===== config.mk =====
export PLATFORM = sky130hd
export DESIGN_NAME = dct_channel
export DESIGN_NICKNAME = d
export VERILOG_FILES = /design/src/rtl/dct_pkg.sv /design/src/rtl/dct_sync_edge.sv /design/src/rtl/dct_count_core.sv /design/src/rtl/dct_readback.sv /design/src/rtl/dct_channel.sv
export SDC_FILE = /design/constraint.sdc
export NUM_CORES = 1
export LEC_CHECK = 0
export BUFFER_PORTS_ARGS = -buffer_cell sky130_fd_sc_hd__buf_2
export CELL_PAD_IN_SITES_DETAIL_PLACEMENT = 1
export CELL_PAD_IN_SITES_GLOBAL_PLACEMENT = 2
export CORE_MARGIN = 5
export CORE_UTILIZATION = 35
export CTS_BUF_LIST = sky130_fd_sc_hd__clkbuf_2 sky130_fd_sc_hd__clkbuf_4 sky130_fd_sc_hd__clkbuf_8
export DETAILED_ROUTE_END_ITERATION = 10
export PLACE_DENSITY_LB_ADDON = 0.1
export SYNTH_ARGS = -nofsm -noshare
export SYNTH_HDL_FRONTEND = slang
export SYNTH_SLANG_ARGS = --single-unit

===== constraint.sdc =====
create_clock -name clk -period 2.8 [get_ports clk]
set_clock_uncertainty 0.15 [all_clocks]
set_input_delay 0.56 -clock clk [delete_from_list [all_inputs] [get_ports clk]]
set_output_delay 0.56 -clock clk [all_outputs]
set_load 0.02 [all_outputs]

===== src/rtl/dct_pkg.sv =====
package dct_pkg;

    // Width of the working register and of the start value
    localparam int CNT_W    = 16;
    // Readback is delivered one byte at a time
    localparam int BYTE_W   = 8;
    localparam int NBYTES   = CNT_W / BYTE_W;
    localparam int RB_IDX_W = (NBYTES > 1) ? $clog2(NBYTES) : 1;
    localparam int DIGITS   = CNT_W / 4;

    typedef enum logic {
        BASE_BIN = 1'b0,
        BASE_BCD = 1'b1
    } cnt_base_e;

    // Readback stage state: snapshot flag, byte pointer, captured value
    typedef struct packed {
        logic                held;
        logic [RB_IDX_W-1:0] idx;
        logic [CNT_W-1:0]    snap;
    } rb_state_t;

    // Decrement by one across packed decimal digits; zero wraps to all nines
    function automatic logic [CNT_W-1:0] bcd_dec(input logic [CNT_W-1:0] v);
        logic [CNT_W-1:0] r;
        logic             borrow;
        r      = v;
        borrow = 1'b1;
        for (int d = 0; d < DIGITS; d++) begin
            if (borrow) begin
                if (v[d*4 +: 4] == 4'd0) begin
                    r[d*4 +: 4] = 4'd9;
                end else begin
                    r[d*4 +: 4] = v[d*4 +: 4] - 4'd1;
                    borrow      = 1'b0;
                end
            end
        end
        return r;
    endfunction

endpackage


===== src/rtl/dct_sync_edge.sv =====
module dct_sync_edge #(
    parameter int STAGES = 2
) (
    input  logic clk,
    input  logic rst,
    input  logic tclk_a,
    input  logic gate_a,
    output logic tick_o,
    output logic gate_o
);

    logic [STAGES-1:0] clk_sh;
    logic [STAGES-1:0] gate_sh;
    logic              clk_prev;

    always_ff @(posedge clk) begin
        if (rst) begin
            clk_sh   <= '0;
            gate_sh  <= '0;
            clk_prev <= 1'b0;
        end else begin
            clk_sh   <= {clk_sh[STAGES-2:0], tclk_a};
            gate_sh  <= {gate_sh[STAGES-2:0], gate_a};
            clk_prev <= clk_sh[STAGES-1];
        end
    end

    // Both paths have the same depth, so the gate is sampled with its edge
    assign tick_o = clk_prev & ~clk_sh[STAGES-1];
    assign gate_o = gate_sh[STAGES-1];

endmodule


===== src/rtl/dct_count_core.sv =====
module dct_count_core
    import dct_pkg::*;
#(
    parameter int W = CNT_W
) (
    input  logic         clk,
    input  logic         rst,
    input  logic         tick,
    input  logic         gate_s,
    input  cnt_base_e    base,
    input  logic         ld_en,
    input  logic [W-1:0] ld_val,
    output logic [W-1:0] cnt_o,
    output logic         out_o
);

    logic [W-1:0] hold_q;
    logic [W-1:0] cnt_q;
    logic         pend_q;
    logic         out_q;
    logic [W-1:0] next_val;

    always_comb begin
        if (base == BASE_BCD) next_val = bcd_dec(cnt_q);
        else                  next_val = cnt_q - W'(1);
    end

    always_ff @(posedge clk) begin
        if (rst) begin
            hold_q <= '0;
            cnt_q  <= '0;
            pend_q <= 1'b0;
            out_q  <= 1'b1;
        end else begin
            if (ld_en) begin
                hold_q <= ld_val;
                pend_q <= 1'b1;
                out_q  <= 1'b0;
            end
            if (tick) begin
                if (pend_q) begin
                    cnt_q <= hold_q;
                    if (!ld_en) pend_q <= 1'b0;
                end else if (gate_s) begin
                    cnt_q <= next_val;
                    if ((next_val == '0) && !ld_en) out_q <= 1'b1;
                end
            end
        end
    end

    assign cnt_o = cnt_q;
    assign out_o = out_q;

endmodule


===== src/rtl/dct_readback.sv =====
module dct_readback
    import dct_pkg::*;
#(
    parameter int W = CNT_W
) (
    input  logic                clk,
    input  logic                rst,
    input  logic [W-1:0]        live,
    input  logic                latch_cmd,
    input  logic                rd_en,
    output logic [BYTE_W-1:0]   rd_data,
    output logic                held_o,
    output logic [RB_IDX_W-1:0] idx_o,
    output logic [W-1:0]        snap_o
);

    localparam int NB = W / BYTE_W;

    rb_state_t          st_q, st_d;
    logic [W-1:0]       view;
    logic [BYTE_W-1:0]  byte_sel [NB];
    logic               last;

    assign view = st_q.held ? st_q.snap : live;

    for (genvar b = 0; b < NB; b++) begin : g_bytes
        assign byte_sel[b] = view[b*BYTE_W +: BYTE_W];
    end

    assign rd_data = byte_sel[st_q.idx];
    assign last    = (st_q.idx == RB_IDX_W'(NB-1));

    always_comb begin
        st_d = st_q;
        if (latch_cmd && !st_q.held) begin
            st_d.held = 1'b1;
            st_d.snap = live;
            st_d.idx  = '0;
        end else if (rd_en) begin
            if (last) begin
                st_d.idx  = '0;
                st_d.held = 1'b0;
            end else begin
                st_d.idx = st_q.idx + RB_IDX_W'(1);
            end
        end
    end

    always_ff @(posedge clk) begin
        if (rst) st_q <= '0;
        else     st_q <= st_d;
    end

    assign held_o = st_q.held;
    assign idx_o  = st_q.idx;
    assign snap_o = st_q.snap;

endmodule


===== src/rtl/dct_channel.sv =====
module dct_channel
    import dct_pkg::*;
#(
    parameter int SYNC_STAGES = 2
) (
    input  logic              clk,
    input  logic              rst,
    input  logic              tclk_i,
    input  logic              gate_i,
    input  logic              bcd_mode_i,
    input  logic              ld_en_i,
    input  logic [CNT_W-1:0]  ld_val_i,
    input  logic              latch_i,
    input  logic              rd_en_i,
    output logic [BYTE_W-1:0] rd_data_o,
    output logic              out_o
);

    logic                tick;
    logic                gate_s;
    cnt_base_e           base;
    logic [CNT_W-1:0]    cnt;
    logic                rb_held;
    logic [RB_IDX_W-1:0] rb_idx;
    logic [CNT_W-1:0]    rb_snap;

    assign base = bcd_mode_i ? BASE_BCD : BASE_BIN;

    dct_sync_edge #(.STAGES(SYNC_STAGES)) u_sync (
        .clk    (clk),
        .rst    (rst),
        .tclk_a (tclk_i),
        .gate_a (gate_i),
        .tick_o (tick),
        .gate_o (gate_s)
    );

    dct_count_core #(.W(CNT_W)) u_core (
        .clk    (clk),
        .rst    (rst),
        .tick   (tick),
        .gate_s (gate_s),
        .base   (base),
        .ld_en  (ld_en_i),
        .ld_val (ld_val_i),
        .cnt_o  (cnt),
        .out_o  (out_o)
    );

    dct_readback #(.W(CNT_W)) u_rb (
        .clk       (clk),
        .rst       (rst),
        .live      (cnt),
        .latch_cmd (latch_i),
        .rd_en     (rd_en_i),
        .rd_data   (rd_data_o),
        .held_o    (rb_held),
        .idx_o     (rb_idx),
        .snap_o    (rb_snap)
    );

endmodule


[After elaboration in Yosys (flattened, before gate mapping)]
Cells that the tools add are included.
Word-level totals
  bits in registers: 57
  bits in latches: 0
  bits in writable memories: 0
  ROM bits: 0
  output and inout port bits: 9
  word-level logic and storage cells: 71
  memories kept: 0
Cells by class
  add/sub/neg operators: 6
  multiply operators: 0
  div/mod/pow operators: 0
  magnitude comparators: 1
  equal/unequal tests: 0
  shift operators: 0
  muxes and demuxes: 36
  bitwise logic cells: 3
  reduce and logical (&&, ||, !) cells: 15
Operators with widths (number)
  16-bit two-way mux: 4
  4-bit two-way mux: 7
  8-bit two-way mux: 3
  1-bit two-way mux: 20
  16-bit logical NOT: 1
  4-bit logical NOT: 4
  16-bit by 1-bit subtractor with 16-bit output (second input constant): 1
  4-bit by 1-bit subtractor with 4-bit output (second input constant): 4
  2-bit nonzero test: 3
  2-bit two-way mux: 2
  2-bit AND reduction: 2
  2-bit greater-or-equal comparator (second input constant): 1
  1-bit logical AND: 2
  1-bit logical NOT: 2
  1-bit inverter with 2-bit output: 1
  2-bit OR reduction: 1
  1-bit adder (second input constant): 1
  1-bit bitwise AND: 1
  1-bit inverter: 1

[Logic depth before layout (Yosys ltp)]
Gate-level depths: netlist of the first run.
  depth after elaboration: 15
  depth in mapped cells: 8
  mapped depth without buffers: 8

[Modules after synthesis]
Synthesis of the first run repeated with hierarchy kept, for this count alone.
Unflattened totals
  cells, all modules: 341
  area, all modules: 2901.5 um^2
Modules (own cells, without submodules)
  dct_count_core: instances 1, cells each 241, area an instance 1858.0 um^2
  dct_readback: instances 1, cells each 89, area an instance 903.4 um^2
  dct_sync_edge: instances 1, cells each 11, area an instance 140.1 um^2

[Least setup slack after synthesis of the first run]
OpenSTA, ideal clock, no wires.
  path type: register -> output
  start point: register u_rb.st_q (netlist bit u_rb.held_o)
  end point: output port rd_data_o[3]
  data arrival time: 1340 ps
  required time: 2090 ps
  setup slack: 750 ps
  cell stages (with the launch flop): 3
  path buffers: 1
  cell sequence: dfxtp_1 -> clkbuf_1 -> mux4_2
On the way
  word-level cells in the longest chain between the ends: 4
RTL lines
  from (decl): line dct_readback.sv:19  | rb_state_t st_q, st_d;
  from (signal assigned): line dct_readback.sv:51  | else st_q <= st_d;
  16-bit two-way mux: line dct_readback.sv:24  | assign view = st_q.held ? st_q.snap : live;
  8-bit two-way mux (implied by the code) (3 in series): line dct_readback.sv:30  | assign rd_data = byte_sel[st_q.idx];
  to (decl): line dct_channel.sv:15  | output logic [BYTE_W-1:0] rd_data_o,
No other way between the ends. The select of a mux whose other input is x is not followed.

[Worst setup path in the final report of the first run]
Same ends and word-level chain as after synthesis.

==> flow_summary_export.csv, run 1 <==
group,metric,value,unit
global_route,grt_pass1_wl,14000,microns
route,routed_via_density,5.33,
power_and_ir_drop,leakage,1.32,nW
global_route,grt_max_degree,33,
synthesis,synth_fp_nets,375,
cts,clock-sinks,57,
synthesis,yosysUniqueCellTypes,48,
final_layout,antenna_cells,0,
synthesis,synth_area_per_cell,8.30,sq um
sta,setup_viol,0,
die,coreArea,8130,sq um
flow_run,max-cap-violations,0,
worst_setup_path,worstSetupPathType,"reg -> out",
final_layout,layout_common_cells,"57 x dfxtp_1, 49 x nand2_1, 43 x nor2_1, 33 x a21oi_1, 32 x buf_2",
route,drc,0,
final_layout,fin_area,3400,sq um
worst_setup_path,critPathArrivalTime,1810,ps
worst_setup_path,reg2reg_from,"u_core.cnt_o[2]$_SDFFE_PP0P_",
power_and_ir_drop,power,0.00206,W
route,drtPass1Iterations,4,
global_route,grt.overflow.total,0,
final_layout,final_common_cell,"dfxtp_1",
cts,cts_buffers,9,
global_route,grt_pass1_vias,2629,
route,final_antenna_net_count,0,
placed_design,place_area,3160,sq um
sta,min_period_over_period,90.0,%
final_layout,final_nets,399,
sta,maxSlewHeadroom,56.3,%
cts,cts.path.max_buffers,2,
power_and_ir_drop,power_density,605,nW/um^2
worst_setup_path,worstPathRequired,2090,ps
global_route,grt_usage,17.9,%
worst_setup_path,r2r_cells,6,
die,io_pins,33,
min_path,hp-class,"in -> reg",
worst_setup_path,startpoint_type,"flop",
die,die_w,101,microns
synthesis,ys_seq_area_share,39.4,%
cts,h-tree-depth,3,
sta,worstMarginPinSlew,647,ps
worst_setup_path,rr_endpoint,"u_core.out_o$_SDFF_PP1_",
placed_design,post-dp-hpwl,6310,microns
cts,clk_pin_slew,70,ps
status,status,"completed",
route,routed_wirelength,8610,microns
final_layout,synthToLayoutAreaGrowth,17.5,%
sta,max_freq,0.397,GHz
worst_setup_path,critPathMaxFanout,11,
synthesis,ys_top_cells_by_area,"dfxtp_1 39%, nand2_1 6.3%, mux2i_1 6.2%, mux4_2 6.2%, a21oi_1 5.7%",
cts,postCtsSetupBuffers,0,
synthesis,yosys.area.top_type,"dfxtp_1",
die,rows,33,
worst_setup_path,crit_end,"rd_data_o[3]",
die,die-area,10200,sq um
synthesis,netlist.area_leader.share,39.4,%
worst_setup_path,reg2reg_setup_slack,330,ps
sta,fin_tns_setup,0,ps
route,wl_per_cell,17.8,microns
die,die_h,101,microns
worst_setup_path,crit_path_start,"u_rb.held_o$_SDFFE_PP0P_",
placed_design,numPortBuffers,32,
cts,clk_latency,340,ps
route,vias,2572,
sta,slew_viol_final,0,
final_layout,layout-drive-gt1-share,19.6,%
route,drt_iter0_drc,64,
global_route,antenna_found_initial,0,
synthesis,ys_warn_count,0,
synthesis,synth_area,2900,sq um
sta,fin_crit,2520,ps
placed_design,gp_congestion,0.816,
die,start_util,35.6,%
cts,cts_tree,"yes",
sta,hold_viol_final,0,
synthesis,ys_ff_latch,57,
cts,root_buffer,"clkbuf_8",
power_and_ir_drop,ir_worst_vdd,0.000206,V
sta,rsz0062_at_grt,"false",
cts,ctsResizeCount,0,
worst_setup_path,end_kind,"primary output",
cts,cts_hold_buf,0,
synthesis,syn_inst,349,
[how the worst min path moves through the flow]
stage	startpoint	to	cells past startpoint
floorplan	u_sync.clk_sh[0]$_SDFF_PP0_	u_sync.clk_sh[1]$_SDFF_PP0_	1
global placement	u_sync.clk_sh[0]$_SDFF_PP0_	u_sync.clk_sh[1]$_SDFF_PP0_	1
detailed placement	u_sync.gate_sh[0]$_SDFF_PP0_	u_sync.gate_sh[1]$_SDFF_PP0_	1
CTS	tclk_i	u_sync.clk_sh[0]$_SDFF_PP0_	2
global route	gate_i	u_sync.gate_sh[0]$_SDFF_PP0_	2
finish	gate_i	u_sync.gate_sh[0]$_SDFF_PP0_	2
[sequential cells by signal, indices dropped and copies added, names as in the netlist]
name             cells
u_core.cnt_o        16
u_core.hold_q       16
u_rb.snap_o         16
u_sync.clk_sh        2
u_sync.gate_sh       2
u_core.out_o         1
u_core.pend_q        1
u_rb.held_o          1
u_rb.idx_o           1
u_sync.clk_prev      1
[cell type report]
| cell class | instances | area [sq um] |
|---|---|---|
| clock inverters | 7 | 119 |
| repair buffers | 43 | 255 |
| well taps | 105 | 131 |
| clock buffers | 9 | 124 |
| flip-flops and latches | 57 | 1140 |
| inverters | 8 | 30.0 |
| fillers | 982 | 4730 |
| multi-input cells | 254 | 1600 |
[power by group]
part	internal (W)	switching [W]	leakage [nW]
Combinational	0.000104	0.000140	0.738
Clock	0.000590	0.000355	0.115
Sequential	0.000837	0.0000306	0.465
Total	0.00153	0.000526	1.32
[Yosys cell counts (all sizes together)]
master,count
a2111oi,1
a211oi,6
a21o,2
a21oi,33
a221oi,2
a22o,2
a22oi,4
a2bb2oi,1
a311oi,1
a31oi,2
and2,1
buf,7
clkbuf,23
dfxtp,57
ha,2
inv,8
mux2,1
mux2i,18
mux4,8
nand2,49
nand2b,4
nand3,4
nand4,4
nor2,43
nor2b,6
nor3,13
nor4,6
nor4bb,2
o2111ai,1
o211ai,3
o21ai,17
o22a,1
o2bb2ai,1
o31a,2
o32ai,1
or2,2
or3,1
or4,3
or4bb,1
xnor2,6
[layer usage]
metal | up-vias | track usage [%] | routed length (microns)
met4 | 0 | 6.75 | 114
li1 | 1280 | - | -
met5 | - | 0 | 0
met1 | 1259 | 23.5 | 4150
met3 | 8 | 3.32 | 179
met2 | 25 | 29.1 | 4170
[stage by stage]
stage / std cells / worst slack [ps] / utilization (%) / hold slack, ps
after floorplan: 349 / 750 / - / 264
after global placement: 467 / 410 / 38.8 / 268
after detailed placement: 467 / 345 / 38.8 / 278
after CTS: 483 / 252 / 41.8 / 268
after global routing: 483 / 195 / 41.8 / 276
final: 483 / 281 / 41.8 / 279
[critical path, stage by stage (launching register included)]
cell	delay (ps)
dfxtp_1	700
mux4_2	590
buf_2	170
[cells by family (layout without fill, tap and decap cells)]
kind of cell / after synthesis / after routing / share of synthesized area [%]
AOI/OAI and AO/OA: 80 / 80 / 17.1
xor gates and xnor gates: 6 / 6 / 1.81
adders and majority gates: 2 / 2 / 0.864
buffers and inverters: 38 / 67 / 5.31
DFF: 57 / 57 / 39.4
muxes: 27 / 27 / 12.8
and+or+nand+nor: 139 / 139 / 22.7
No activity file was read; power rests on OpenSTA's default activity.
==> run 2: changes to the inputs <==
--- a/config.mk
+++ b/config.mk
@@ -5,11 +5,12 @@
 export SDC_FILE = /design/constraint.sdc
 export NUM_CORES = 1
 export LEC_CHECK = 0
+export ABC_AREA = 1
 export BUFFER_PORTS_ARGS = -buffer_cell sky130_fd_sc_hd__buf_2
 export CELL_PAD_IN_SITES_DETAIL_PLACEMENT = 1
 export CELL_PAD_IN_SITES_GLOBAL_PLACEMENT = 2
 export CORE_MARGIN = 5
-export CORE_UTILIZATION = 35
+export CORE_UTILIZATION = 33
 export CTS_BUF_LIST = sky130_fd_sc_hd__clkbuf_2 sky130_fd_sc_hd__clkbuf_4 sky130_fd_sc_hd__clkbuf_8
 export DETAILED_ROUTE_END_ITERATION = 10
 export PLACE_DENSITY_LB_ADDON = 0.1
==> constraint.sdc (replaced) <==
create_clock -name clk -period 2.6 [get_ports clk]
set_clock_uncertainty 0.15 [all_clocks]
set_input_delay 0.52 -clock clk [delete_from_list [all_inputs] [get_ports clk]]
set_output_delay 0.52 -clock clk [all_outputs]
set_load 0.02 [all_outputs]
==> flow_summary_export.csv, run 2 <==
group,metric,value,unit
synthesis,yosysUniqueCellTypes,27,
sta,hold_viol_final,0,
final_layout,fillers,1210,
sta,worstMarginPinSlew,1040,ps
synthesis,netlist.area_leader.share,37.3,%
synthesis,synthArstFlopShare,0,%
final_layout,multiInputGateArea,1670,sq um
synthesis,yosys.area.top_type,"dfxtp_1",
min_path,hp-class,"in -> reg",
worst_setup_path,reg2reg_from,"u_core.cnt_o[0]$_SDFFE_PP0P_",
cts,root_buffer,"clkbuf_8",
flow_run,max-cap-violations,0,
cts,postCtsSetupBuffers,0,
cts,cts_buffers,9,
global_route,antenna_found_initial,0,
worst_setup_path,startpoint_type,"flop",
global_route,grt_pass1_wl,15800,microns
global_route,grt_usage,17.4,%
die,rows,35,
worst_setup_path,critPathBufInv,2,
worst_setup_path,end_kind,"primary output",
global_route,grt_pass1_vias,3164,
route,vias,3148,
final_layout,synthToLayoutAreaGrowth,17.2,%
final_layout,layout_common_cells,"92 x nand2_1, 77 x nor2_1, 61 x o21ai_0, 59 x a21oi_1, 57 x dfxtp_1",
die,die-area,11300,sq um
min_path,holdCritStartpoint,"tclk_i",
global_route,grt_max_degree,27,
synthesis,ys_warn_count,0,
synthesis,syn_inst,472,
synthesis,synthFlopType,"dfxtp_1",
worst_setup_path,cp_common_cell,"o21ai_0",
worst_setup_path,critical_path.cell_chain,"clkinvlp_4 -> a21oi_1 -> o21ai_0 -> o21ai_0 -> buf_2",
die,coreArea,9150,sq um
worst_setup_path,crit_family,"buffers and inverters",
sta,fin_crit,2300,ps
route,routed_via_density,5.11,
synthesis,ys_top_cells_by_count,"92 x nand2_1, 77 x nor2_1, 61 x o21ai_0",
cts,clk_pin_slew,70,ps
cts,h-tree-depth,3,
final_layout,final_common_cell,"nand2_1",
worst_setup_path,crit_cells,5,
route,drc,0,
final_layout,seqCellArea,1140,sq um
cts,cts_hold_buf,0,
global_route,grt.overflow.total,0,
placed_design,post-dp-hpwl,7060,microns
placed_design,place_area,3320,sq um
route,routed_wirelength,9370,microns
synthesis,ys_ff_latch,57,
die,die_h,106,microns
power_and_ir_drop,power_density,678,nW/um^2
sta,fin_tns_setup,0,ps
die,io_pins,33,
synthesis,synth_area_per_cell,6.47,sq um
worst_setup_path,critPathArrivalTime,1630,ps
cts,cts.path.max_buffers,2,
power_and_ir_drop,ir_worst_vdd,0.000324,V
cts,clock-sinks,57,
route,wl_per_cell,15.2,microns
power_and_ir_drop,leakage,1.70,nW
final_layout,antenna_cells,0,
worst_setup_path,critPathMaxFanout,18,
worst_setup_path,worstPathRequired,1930,ps
min_path,hold_depth,3,
die,start_util,33.4,%
placed_design,gp_congestion,0.798,
sta,setup_viol,0,
sta,maxSlewHeadroom,30.6,%
cts,clk_latency,340,ps
synthesis,synth_fp_nets,498,
worst_setup_path,crit_path_start,"u_rb.held_o$_SDFFE_PP0P_",
route,final_antenna_net_count,0,
final_layout,layout-drive-gt1-share,13.9,%
final_layout,final_nets,526,
worst_setup_path,reg2reg_setup_slack,560,ps
placed_design,numPortBuffers,32,
synthesis,ys_seq_area_share,37.3,%
sta,slew_viol_final,0,
worst_setup_path,worstSetupPathType,"reg -> out",
synthesis,synth_edf_count,0,
sta,max_freq,0.435,GHz
die,die_w,106,microns
worst_setup_path,slowest_delay,380,ps
synthesis,ys_top_cells_by_area,"dfxtp_1 37%, nand2_1 11%, o21ai_0 10%, a21oi_1 9.7%, nor2_1 9.5%",
synthesis,synth_area,3060,sq um
cts,cts_tree,"yes",
route,drt_iter0_drc,88,
worst_setup_path,r2r_cells,12,
final_layout,fin_area,3580,sq um
route,drtPass1Iterations,4,
status,status,"completed",
sta,rsz0062_at_grt,"false",
sta,min_period_over_period,88.4,%
synthesis,yosysMostFrequentCell,"nand2_1",
worst_setup_path,cpMaxStageDelayCell,"dfxtp_1",
[run 2: changes by cell type after synthesis, moves of 6 or more]
cell      previous run  this run
a21oi_1             33        59
clkbuf_1            23        16
inv_1                7        37
mux2i_1             18         0
mux4_2               8         0
nand2_1             49        92
nand3_1              4        26
nor2_1              43        77
nor2b_1              6         0
nor3_1              13         0
o21ai_0              8        61
xnor2_1              6         0
[run 2: logic make-up after synthesis]
family / share of synthesized area, %
flip-flops: 37.3
adder cells (fa/ha/maj): 0.819
buffers and inverters: 7.90
AND/OR/NAND/NOR: 30.5
AO/OA/AOI/OAI: 23.5
[run 2: tightest hold or removal path, cell delays in order]
cell,delay (ps)
buf_2,80
inv_1,30
nor2_1,60
[run 2: layer usage]
layer / global-route usage [%] / vias up / routed length, microns
met4: 4.44 / 0 / 77
met3: 3.52 / 5 / 248
li1: - / 1621 / -
met2: 28.1 / 40 / 4240
met5: 0 / - / 0
met1: 23.5 / 1482 / 4810
[run 2: final cells by class]
type | instances | area share (%)
Clock inverter | 4 | 2.76
Timing Repair Buffer | 39 | 5.94
Sequential cell | 57 | 31.9
Multi-Input combinational cell | 352 | 46.7
Inverter | 41 | 4.40
Clock buffer | 12 | 4.44
Tap cell | 111 | 3.88
[run 2: final timing paths]
path,to
setup reg to reg,u_core.out_o$_SDFF_PP1_
hold / removal,u_sync.clk_sh[0]$_SDFF_PP0_
hold reg to reg,u_sync.clk_sh[1]$_SDFF_PP0_
setup / recovery,rd_data_o[4]
[run 2: through the flow]
stage	power [W]	utilization [%]	hold WS (ps)	instances	setup slack (ps)
after global routing	0.00256	39.1	245	616	137
final	0.00243	39.1	243	616	301
after floorplan	0.00124	-	238	472	643
after detailed placement	0.00136	36.3	252	600	422
after CTS	0.00246	39.1	229	616	163
after global placement	0.00135	36.3	240	600	504
[run 2: where the power goes]
group	leakage, nW	switching, W	internal, W
Clock	0.130	0.000389	0.000703
Sequential	0.469	0.0000298	0.000923
Combinational	1.10	0.000256	0.000127
Total	1.70	0.000675	0.00175
[run 2: repair_timing]
action,CTS,global route
setup endpoints to repair,0,1
resized for setup,0,1
hold endpoints to repair,0,0
